<file path="src/rtl/asc_pkg.sv">
package asc_pkg;
  localparam logic [1:0] A_DIV  = 2'd0;
  localparam logic [1:0] A_CTRL = 2'd1;
  localparam logic [1:0] A_STAT = 2'd2;
  localparam logic [1:0] A_DATA = 2'd3;

  typedef struct packed {
    logic ie_idle;
    logic ie_rdrf;
    logic ie_tc;
    logic ie_tdre;
    logic spare;
    logic nine;
    logic tx_en;
    logic rx_en;
  } cfg_t;

  typedef enum logic {RX_HUNT, RX_FRAME} rx_state_e;
endpackage

</file>
<file path="src/rtl/asc_baud_gen.sv">
module asc_baud_gen #(
  parameter int DIV_W = 13
) (
  input  logic             clk,
  input  logic             rst_n,
  input  logic [DIV_W-1:0] div,
  output logic             tick
);
  logic [DIV_W-1:0] cnt_q;
  logic [DIV_W-1:0] lim;

  assign lim  = (div == '0) ? '0 : div - DIV_W'(1);
  assign tick = (cnt_q >= lim);

  always_ff @(posedge clk or negedge rst_n) begin
    if (!rst_n)    cnt_q <= '0;
    else if (tick) cnt_q <= '0;
    else           cnt_q <= cnt_q + DIV_W'(1);
  end
endmodule

</file>
<file path="src/rtl/asc_tx.sv">
module asc_tx #(
  parameter int OSR = 16,
  parameter int DW  = 9
) (
  input  logic          clk,
  input  logic          rst_n,
  input  logic          tick,
  input  logic          en,
  input  logic          nine,
  input  logic          buf_valid,
  input  logic [DW-1:0] buf_data,
  output logic          buf_ready,
  output logic          txd,
  output logic          busy,
  output logic          done
);
  localparam int FW    = DW + 2;
  localparam int OSR_W = $clog2(OSR);
  localparam int BIT_W = $clog2(FW + 1);

  logic [FW-1:0]    shift_q;
  logic [FW-1:0]    frame_w;
  logic [OSR_W-1:0] phase_q;
  logic [BIT_W-1:0] bit_q;
  logic [BIT_W-1:0] last_bit;
  logic             busy_q;
  logic             take;
  logic             bit_end;

  assign last_bit  = nine ? BIT_W'(DW + 1) : BIT_W'(DW);
  assign buf_ready = en && !busy_q;
  assign take      = buf_valid && buf_ready;
  assign bit_end   = busy_q && tick && (phase_q == OSR_W'(OSR - 1));
  assign done      = en && bit_end && (bit_q == last_bit);
  assign txd       = (en && busy_q) ? shift_q[0] : 1'b1;
  assign busy      = busy_q;

  always_comb begin
    frame_w = {1'b1, buf_data, 1'b0};
    if (!nine) frame_w[DW] = 1'b1;
  end

  always_ff @(posedge clk or negedge rst_n) begin
    if (!rst_n) begin
      busy_q  <= 1'b0;
      shift_q <= '1;
      phase_q <= '0;
      bit_q   <= '0;
    end else if (!en) begin
      busy_q  <= 1'b0;
    end else if (take) begin
      busy_q  <= 1'b1;
      shift_q <= frame_w;
      phase_q <= '0;
      bit_q   <= '0;
    end else if (busy_q && tick) begin
      if (bit_end) begin
        phase_q <= '0;
        if (bit_q == last_bit) begin
          busy_q <= 1'b0;
        end else begin
          bit_q   <= bit_q + BIT_W'(1);
          shift_q <= {1'b1, shift_q[FW-1:1]};
        end
      end else begin
        phase_q <= phase_q + OSR_W'(1);
      end
    end
  end
endmodule

</file>
<file path="src/rtl/asc_rx.sv">
module asc_rx import asc_pkg::*; #(
  parameter int OSR = 16,
  parameter int DW  = 9
) (
  input  logic          clk,
  input  logic          rst_n,
  input  logic          tick,
  input  logic          en,
  input  logic          nine,
  input  logic          rxd_raw,
  output logic          done,
  output logic [DW-1:0] data,
  output logic          ferr,
  output logic          idle_pulse
);
  localparam int FW       = DW + 2;
  localparam int OSR_W    = $clog2(OSR);
  localparam int BIT_W    = $clog2(FW + 1);
  localparam int MID      = OSR / 2;
  localparam int IDLE_W   = $clog2(OSR * FW + 1);
  localparam int ONES_REQ = 3;

  logic [1:0]        sync_q;
  logic              rxs;
  logic [1:0]        ones_q;
  rx_state_e         st_q;
  logic [OSR_W-1:0]  phase_q;
  logic [BIT_W-1:0]  bit_q;
  logic [BIT_W-1:0]  last_bit;
  logic [1:0]        vote_q;
  logic              maj;
  logic [DW-1:0]     shift_q;
  logic [IDLE_W-1:0] idle_cnt_q;
  logic [IDLE_W-1:0] idle_lim;
  logic              idle_arm_q;
  logic              decide;

  assign rxs      = sync_q[1];
  assign last_bit = nine ? BIT_W'(DW + 1) : BIT_W'(DW);
  assign idle_lim = nine ? IDLE_W'(OSR * FW) : IDLE_W'(OSR * (FW - 1));
  assign maj      = (vote_q[0] & vote_q[1]) | (vote_q[0] & rxs) | (vote_q[1] & rxs);
  assign decide   = en && tick && (st_q == RX_FRAME) && (phase_q == OSR_W'(MID));
  assign done     = decide && (bit_q == last_bit);
  assign ferr     = !maj;
  assign data     = nine ? shift_q : (shift_q >> 1);
  assign idle_pulse = en && tick && rxs && idle_arm_q && (idle_cnt_q == idle_lim - IDLE_W'(1));

  always_ff @(posedge clk or negedge rst_n) begin
    if (!rst_n) begin
      sync_q <= 2'b11;
      ones_q <= '0;
    end else begin
      sync_q <= {sync_q[0], rxd_raw};
      if (tick) begin
        if (!rxs)                          ones_q <= '0;
        else if (ones_q != 2'(ONES_REQ))  ones_q <= ones_q + 2'd1;
      end
    end
  end

  always_ff @(posedge clk or negedge rst_n) begin
    if (!rst_n) begin
      idle_cnt_q <= '0;
      idle_arm_q <= 1'b1;
    end else if (en && tick) begin
      if (!rxs) begin
        idle_cnt_q <= '0;
        idle_arm_q <= 1'b1;
      end else if (idle_arm_q) begin
        if (idle_pulse) begin
          idle_cnt_q <= '0;
          idle_arm_q <= 1'b0;
        end else begin
          idle_cnt_q <= idle_cnt_q + IDLE_W'(1);
        end
      end
    end
  end

  always_ff @(posedge clk or negedge rst_n) begin
    if (!rst_n) begin
      st_q    <= RX_HUNT;
      phase_q <= '0;
      bit_q   <= '0;
      vote_q  <= '0;
      shift_q <= '0;
    end else if (!en) begin
      st_q    <= RX_HUNT;
    end else if (tick) begin
      if (st_q == RX_HUNT) begin
        if (!rxs && ones_q == 2'(ONES_REQ)) begin
          st_q    <= RX_FRAME;
          phase_q <= OSR_W'(1);
          bit_q   <= '0;
        end
      end else begin
        phase_q <= phase_q + OSR_W'(1);
        if (phase_q == OSR_W'(OSR - 1)) begin
          phase_q <= '0;
          bit_q   <= bit_q + BIT_W'(1);
        end
        if (phase_q == OSR_W'(MID - 2)) vote_q[0] <= rxs;
        if (phase_q == OSR_W'(MID - 1)) vote_q[1] <= rxs;
        if (decide) begin
          if (bit_q == '0) begin
            if (maj) st_q <= RX_HUNT;
          end else if (bit_q == last_bit) begin
            st_q <= RX_HUNT;
          end else begin
            shift_q <= {maj, shift_q[DW-1:1]};
          end
        end
      end
    end
  end
endmodule

</file>
<file path="src/rtl/asc_port.sv">
module asc_port import asc_pkg::*; #(
  parameter int DIV_W   = 13,
  parameter int OSR     = 16,
  parameter int DW      = 9,
  parameter int DIV_RST = 1
) (
  input  logic        clk,
  input  logic        rst_n,
  input  logic        bus_sel,
  input  logic        bus_wr,
  input  logic [1:0]  bus_addr,
  input  logic [15:0] bus_wdata,
  output logic [15:0] bus_rdata,
  input  logic        rxd,
  output logic        txd,
  output logic        irq
);
  cfg_t             cfg_q;
  logic [DIV_W-1:0] div_q;
  logic [DW-1:0]    tdr_q;
  logic [DW-1:0]    rdr_q;
  logic             tdr_full_q;
  logic             tc_q;
  logic             rdrf_q;
  logic             idle_q;
  logic             ferr_q;
  logic [2:0]       arm_q;
  logic             wr_div, wr_ctrl, wr_data, rd_stat, rd_data;
  logic             tick;
  logic             buf_ready, tx_done, tx_busy_w;
  logic             rx_done_w, rx_ferr, rx_idle_w;
  logic [DW-1:0]    rx_data;
  logic             tdre_w, tx_en_w;
  logic [4:0]       stat_w;
  logic             unused_hi;

  assign unused_hi = ^bus_wdata[15:DIV_W];
  assign wr_div  = bus_sel && bus_wr  && bus_addr == A_DIV;
  assign wr_ctrl = bus_sel && bus_wr  && bus_addr == A_CTRL;
  assign wr_data = bus_sel && bus_wr  && bus_addr == A_DATA;
  assign rd_stat = bus_sel && !bus_wr && bus_addr == A_STAT;
  assign rd_data = bus_sel && !bus_wr && bus_addr == A_DATA;
  assign tdre_w  = !tdr_full_q;
  assign tx_en_w = cfg_q.tx_en;
  assign stat_w  = {ferr_q, idle_q, rdrf_q, tc_q, tdre_w};
  assign irq     = |({idle_q, rdrf_q, tc_q, tdre_w} &
                     {cfg_q.ie_idle, cfg_q.ie_rdrf, cfg_q.ie_tc, cfg_q.ie_tdre});

  asc_baud_gen #(.DIV_W(DIV_W)) u_baud (
    .clk(clk), .rst_n(rst_n), .div(div_q), .tick(tick)
  );

  asc_tx #(.OSR(OSR), .DW(DW)) u_tx (
    .clk(clk), .rst_n(rst_n), .tick(tick), .en(cfg_q.tx_en), .nine(cfg_q.nine),
    .buf_valid(tdr_full_q), .buf_data(tdr_q), .buf_ready(buf_ready),
    .txd(txd), .busy(tx_busy_w), .done(tx_done)
  );

  asc_rx #(.OSR(OSR), .DW(DW)) u_rx (
    .clk(clk), .rst_n(rst_n), .tick(tick), .en(cfg_q.rx_en), .nine(cfg_q.nine),
    .rxd_raw(rxd), .done(rx_done_w), .data(rx_data), .ferr(rx_ferr),
    .idle_pulse(rx_idle_w)
  );

  always_ff @(posedge clk or negedge rst_n) begin
    if (!rst_n) begin
      cfg_q      <= '0;
      div_q      <= DIV_W'(DIV_RST);
      tdr_q      <= '0;
      rdr_q      <= '0;
      tdr_full_q <= 1'b0;
      tc_q       <= 1'b1;
      rdrf_q     <= 1'b0;
      idle_q     <= 1'b0;
      ferr_q     <= 1'b0;
      arm_q      <= '0;
    end else begin
      if (wr_div)  div_q <= bus_wdata[DIV_W-1:0];
      if (wr_ctrl) cfg_q <= cfg_t'(bus_wdata[7:0] & 8'hF7);
      if (tdr_full_q && buf_ready) tdr_full_q <= 1'b0;
      if (tx_done && !tdr_full_q)  tc_q <= 1'b1;
      if (wr_data) begin
        tdr_q      <= cfg_q.nine ? bus_wdata[DW-1:0] : {1'b0, bus_wdata[DW-2:0]};
        tdr_full_q <= 1'b1;
        tc_q       <= 1'b0;
      end
      if (rd_stat) arm_q <= {ferr_q, idle_q, rdrf_q};
      if (rd_data) begin
        if (arm_q[0]) rdrf_q <= 1'b0;
        if (arm_q[1]) idle_q <= 1'b0;
        if (arm_q[2]) ferr_q <= 1'b0;
        arm_q <= '0;
      end
      if (rx_done_w) begin
        rdr_q  <= rx_data;
        rdrf_q <= 1'b1;
        ferr_q <= rx_ferr;
      end
      if (rx_idle_w) idle_q <= 1'b1;
    end
  end

  always_comb begin
    case (bus_addr)
      A_DIV:   bus_rdata = 16'(div_q);
      A_CTRL:  bus_rdata = {8'h00, cfg_q};
      A_STAT:  bus_rdata = {11'h000, stat_w};
      default: bus_rdata = 16'(rdr_q);
    endcase
  end
endmodule

</file>
<file path="config.mk">
export PLATFORM = sky130hd
export DESIGN_NAME = asc_port
export DESIGN_NICKNAME = d
export VERILOG_FILES = /design/src/rtl/asc_pkg.sv /design/src/rtl/asc_baud_gen.sv /design/src/rtl/asc_tx.sv /design/src/rtl/asc_rx.sv /design/src/rtl/asc_port.sv
export SDC_FILE = /design/constraint.sdc
export NUM_CORES = 1
export LEC_CHECK = 0
export ABC_AREA = 1
export BUFFER_PORTS_ARGS = -buffer_cell sky130_fd_sc_hd__buf_2
export CORE_MARGIN = 3
export CORE_UTILIZATION = 55
export DETAILED_ROUTE_END_ITERATION = 7
export GPL_TIMING_DRIVEN = 0
export PLACE_DENSITY = 0.79
export SYNTH_ARGS = -nofsm -noshare
export SYNTH_HDL_FRONTEND = slang
export SYNTH_SLANG_ARGS = --single-unit
</file>
<file path="constraint.sdc">
create_clock -name clk -period 2.9 [get_ports clk]
set_clock_uncertainty 0.05 [all_clocks]
set_input_delay 0.58 -clock clk [delete_from_list [all_inputs] [get_ports clk]]
set_output_delay 0.58 -clock clk [all_outputs]
set_load 0.005 [all_outputs]
</file>
# After elaboration in Yosys (flattened, before gate mapping)
# Index checks and enable logic that the tools add are counted.
# word_totals
output_inout_bits,18
input_bits,23
wordCells,188
reg_bits,112
# op_classes
order_cmp,1
add_sub_neg,9
mux,62
n_reduce_logical,56
n_bitwise,8
eq_ne,21
# op_table
cell,count
$mux 4,13
$mux 11,4
$pmux 13 s3,1
$mux 1,31
$mux 13,2
$mux 8,3
$logic_and 1x1->1,23
$reduce_bool 2->1,11
$mux 9,2
$add 4x1->4 const B,4
$reduce_and 4->1,4
$add 13x1->13 const B,1
$ge 13x13->1,1
$logic_not 13->1,1
$sub 13x1->13 const B,1
$eq 4x4->1 const B,3
$reduce_and 2->1,6
$ne 3x1->1 const B,3
$add 8x1->8 const B,1
$eq 4x3->1 const B,2
$eq 4x4->1,2
$eq 8x8->1,1
$ne 2x2->1 const B,4
$sub 8x1->8 const B,1
other kinds (17),32

# Logic depth before layout (Yosys ltp)
# depth
ltp_word,10
mapped_depth,20
depth_no_buf,20

# Hierarchy
# From an unflattened synthesis, not the netlist that was laid out.
# unflattened
hier_cells,834
hier_area_um2,6491.2
# modules_own_cells
mod,cells_each,instances,area_per_inst_um2,seq_area_each_um2
asc_port,247,1,2170.8,1153.6
asc_rx,237,1,1820.5,829.5
asc_baud_gen,194,1,1335.0,325.3
asc_tx,156,1,1164.9,488.0

# Least setup slack after synthesis
# No wires, ideal clock.
# synth_path
path_kind,flip-flop to flip-flop
startpoint,register div_q[0]
endpoint,register u_rx.shift_q[8]
arrival_ns,2.642
stages_incl_launch_ff,20
setup_time_ns,0.117
path_slack_ns,0.090
synth_period_minus_slack_ns,2.810
path_cell_list,dfstp_2 -> inv_1 -> ha_1 -> nand2_1 -> inv_1 -> nand4_1 -> nor2_1 -> inv_1 -> nand3_1 -> ha_1 -> nand2_1 -> nor2_1 -> nand2_1 -> nor2_1 -> nor2_2 -> nand3_4 -> nand4_4 -> buf_6 -> nand2_1 -> o21ai_2
# synth_via
elab_chain_cells,7
# synth_lines
element,line,source
"start, declared",asc_port.sv:19,logic [DIV_W-1:0] div_q;
"start signal, assigned",asc_port.sv:68,div_q <= DIV_W'(DIV_RST);
"start signal, assigned",asc_port.sv:78,if (wr_div) div_q <= bus_wdata[DIV_W-1:0];
$sub 13x1->13 or $logic_not 13->1 (tied branches),asc_baud_gen.sv:12,assign lim = (div == '0) ? '0 : div - DIV_W'(1);
$mux 13 (*),asc_baud_gen.sv:12,
$ge 13x13->1 (*),asc_baud_gen.sv:13,assign tick = (cnt_q >= lim);
$logic_and 1x1->1 (3 in series),asc_rx.sv:42,assign decide = en && tick && (st_q == RX_FRAME) && (phase_q == OSR_W'(MID));
$reduce_and 6->1 (no line) (*),n/a,
"end signal, assigned",asc_rx.sv:110,"shift_q <= {maj, shift_q[DW-1:1]};"
"end, declared",asc_rx.sv:32,logic [DW-1:0] shift_q;
# Mark *: on every way between the ends. The rest lies on a longest branch, timed or not.
# A chain may end at the register's enable or synchronous reset.

# Final worst setup path
# layout_path
startpoint,register div_q[1]
endpoint,register rdr_q[4]
# layout_via
elab_chain_cells,7
# layout_lines
element,line,source
$sub 13x1->13 or $logic_not 13->1 (tied branches),asc_baud_gen.sv:12,
$mux 13 (*),asc_baud_gen.sv:12,
$ge 13x13->1 (*),asc_baud_gen.sv:13,
$logic_and 1x1->1 (*) (3 in series),asc_rx.sv:42,
$logic_and 1x1->1 (*),asc_rx.sv:43,assign done = decide && (bit_q == last_bit);
"end signal, assigned",asc_port.sv:95,rdr_q <= rx_data;
"end, declared",asc_port.sv:21,logic [DW-1:0] rdr_q;
# Marked as above.

==> results.yml <==
power:
  ir_drop_uv: 376
  comb_power_share: 0.281
  pwr-share-seq: 0.508
  p_sw_frac: 0.354
  internal-power_mw: 2.55
  switching_power_mw: 1.40
  powerDensity_mw_per_mm2: 532
  p_clk_frac: 0.211
  cellLeakagePower_nw: 3.64
cts:
  cts_tree: "built"
  clock-sinks: 111
  htreeDepth: 3
  clkLatencyLatePin_ns: 0.39
  clkTransAtPathRegs_ns: 0.10
  hold_buffers: 0
  clockBufferDepth: 2
  clockRootBuffer: "clkbuf_8"
  cts_inserted_buffers: 9
die:
  core_area_sq_mm: 0.0106
  ios: 41
  die_height_microns: 111
  die-area_sq_mm: 0.0124
  die_w_microns: 111
  initial_core_util: 0.577
  fp-row-count: 37
min_path:
  min-delay-path-class: "in2async"
logic_synthesis:
  ys_warn_count: 0
  synth_seq_area_share: 0.459
  synth_top_area_frac: 0.395
  synthFlopType: "dfrtp_1"
  ys_top_cells_by_area: "dfrtp_1 39%, nand2_1 14%, inv_1 6.5%"
  netlist_instances: 781
  syn_area_per_cell_sq_um: 7.80
  syn_area_sq_mm: 0.00609
  ys_async_sr_fraction: 1.00
  synth_edf_count: 0
  ys_ff_latch: 111
  synth_cell_types: 41
  yosysTopAreaCell: "dfrtp_1"
run_status:
  status: "finished, violations left"
  violations: "setup timing"
route:
  antenna_left: 0
  via_count: 5488
  routedWlPerCell_microns: 15.3
  drt_drc_violations_left: 0
  drtPass1Iterations: 5
  drt-initial-drc-count: 432
  wl_microns: 15300
  via_per_inst: 5.49
finish:
  finalCoreUtilization: 0.703
  layout_commonest_cell: "nand2_1"
  drive_gt1_frac: 0.263
  multi_input_area_sq_mm: 0.00326
  syn_to_final_growth_pct: 21.9
  fin_cells: 1000
  post-route-cell-area_sq_mm: 0.00742
  nets: 905
  final_cell_mix: "185 x nand2_1, 97 x inv_1, 93 x dfrtp_1"
  register_area_sq_mm: 0.00280
  fillCellCount: 790
critical_path:
  worstSetupStartpointType: "flop"
  crit_path_end_kind: "flop"
  arrival_ns: 3.41
  crit_type: "reg2reg"
  path_max_fanout: 5
  required_ns: 3.13
timing:
  whs_ns: 0.109
  post-route-min-period_ns: 3.18
  final-setup-viol-count: 75
  rsz0062_at_grt: "true"
  setup_slack_ns: -0.284
  slew_violations: 0
  worst_pin_slew_ns: 0.547
  post-route-period-util: 1.10
  hold_viol_final: 0
  timing.fmax_ghz: 0.314
  max_slew_margin: 0.634
grt:
  grt_usage: 0.234
  grt_pass1_vias: 5186
  grt_max_degree: 75
  antenna_found_initial: 1
  grt_overflow: 0
  grt_pass1_wl_microns: 24100
job:
  max_cap_violations: 0
placed_design:
  gp_congestion: 0.899
  place_ws_ns: -0.466
  dp_hpwl_microns: 10300
  dp_cells: 954
  port_buffers: 34
  place_area_sq_mm: 0.00647
## power by group through the flow
stage                     clock network (mW)  registers (mW)  logic (mW)
after floorplan                            0            1.95       0.622
after global placement                     0            1.99       0.805
after CTS                              0.853            1.98       0.938
after detailed placement                   0            2.00       0.861
final                                  0.833            2.00        1.11
after global routing                   0.914            2.03        1.25
## final timing paths
kind / to / start / cells past startpoint / slack, ns
setup / recovery: rdr_q[4] / div_q[1] / 20 / -0.28
hold / removal: u_tx.phase_q[2] / rst_n / 1 / 0.11
setup reg to reg: rdr_q[4] / div_q[1] / 20 / -0.28
hold reg to reg: u_rx.sync_q[1] / u_rx.sync_q[0] / 0 / 0.31
max in group asynchronous: tc_q / rst_n / 2 / 1.94
min in group clk: u_rx.sync_q[0] / rxd / 1 / 0.24
## cell type report
type / count / share of cell area
antenna: 1 / 0.000337
tap: 136 / 0.0229
clock buffer: 10 / 0.0172
timing repair buffer: 63 / 0.0632
sequential: 111 / 0.377
inverter: 109 / 0.0578
buffer: 18 / 0.0169
multi-input combinational: 546 / 0.439
clock inverter: 6 / 0.00523
## state kept, by name, summed over array words and instances (netlist names), 6 cells and up
| signal | flops |
|---|---|
| u_rx.idle_cnt_q | 8 |
| u_tx.shift_q | 10 |
| u_rx.shift_q | 9 |
| tdr_q | 9 |
| div_q | 13 |
| rdr_q | 9 |
| u_baud.cnt_q | 13 |
| cfg_q | 6 |
## kinds of logic after synthesis
group | count (synthesis) | synth area share
buf+inv | 127 | 0.0828
simple gates | 373 | 0.270
fa+ha+maj | 24 | 0.0493
flops | 111 | 0.459
compound gates | 131 | 0.118
other cells | 1 | 0.000616
xor+xnor | 14 | 0.0201
## cell usage after synthesis (2+ instances only)
cell,instances
a21oi_1,26
buf_2,4
buf_4,4
clkbuf_1,9
clkinv_1,2
dfrtp_1,96
dfstp_2,15
ha_1,24
inv_1,106
nand2_1,222
nand3_1,52
nand4_1,6
nand4_4,2
nor2_1,62
nor2_2,3
nor2_4,5
nor3_1,6
o2111ai_1,2
o211ai_1,3
o21ai_0,75
o21ai_1,10
o21ai_2,9
o22ai_1,3
or2_2,6
xnor2_1,2
xor2_1,12
## repair_timing
item / 4_1_cts / 5_1_grt
gates cloned: 2 / 3
buffers inserted: 11 / 13
gates resized for setup: 63 / 115
endpoints found under the setup margin: 76 / 76
pin swaps: 18 / 43
## through the flow
stage | setup TNS [ns] | total power, mW
floorplan | 0 | 2.57
global placement | -19.26 | 2.80
detailed placement | -27.79 | 2.86
CTS | -3.03 | 3.77
global route | -22.88 | 4.20
finish | -15.22 | 3.95
## worst max-delay path: stages, from the launching register on
cell and delay (ns):
dfrtp_2 0.46, nor2_4 0.11, inv_2 0.06, nor3_4 0.21
nand2_2 0.11, nor3_4 0.17, nand2_2 0.09, a21oi_2 0.14
o21ai_1 0.09, ha_1 0.31, nand2_1 0.10, nor2_2 0.19
nand2_2 0.11, nor2_4 0.12, nor2_4 0.07, nand3_4 0.13
buf_6 0.13, nand4_4 0.13, buf_6 0.19, nand2_1 0.05
o21ai_1 0.06
## per-layer routing
metal / share of wire / track usage / vias up / wire [microns]
li1: - / - / 2657 / -
met1: 0.42 / 0.306 / 2663 / 6410
met2: 0.52 / 0.395 / 137 / 7930
met3: 0.048 / 0.0502 / 29 / 742
met4: 0.013 / 0.0673 / 2 / 206
met5: 0.00085 / 0 / - / 13
No activity file was read; power rests on OpenSTA's default activity.
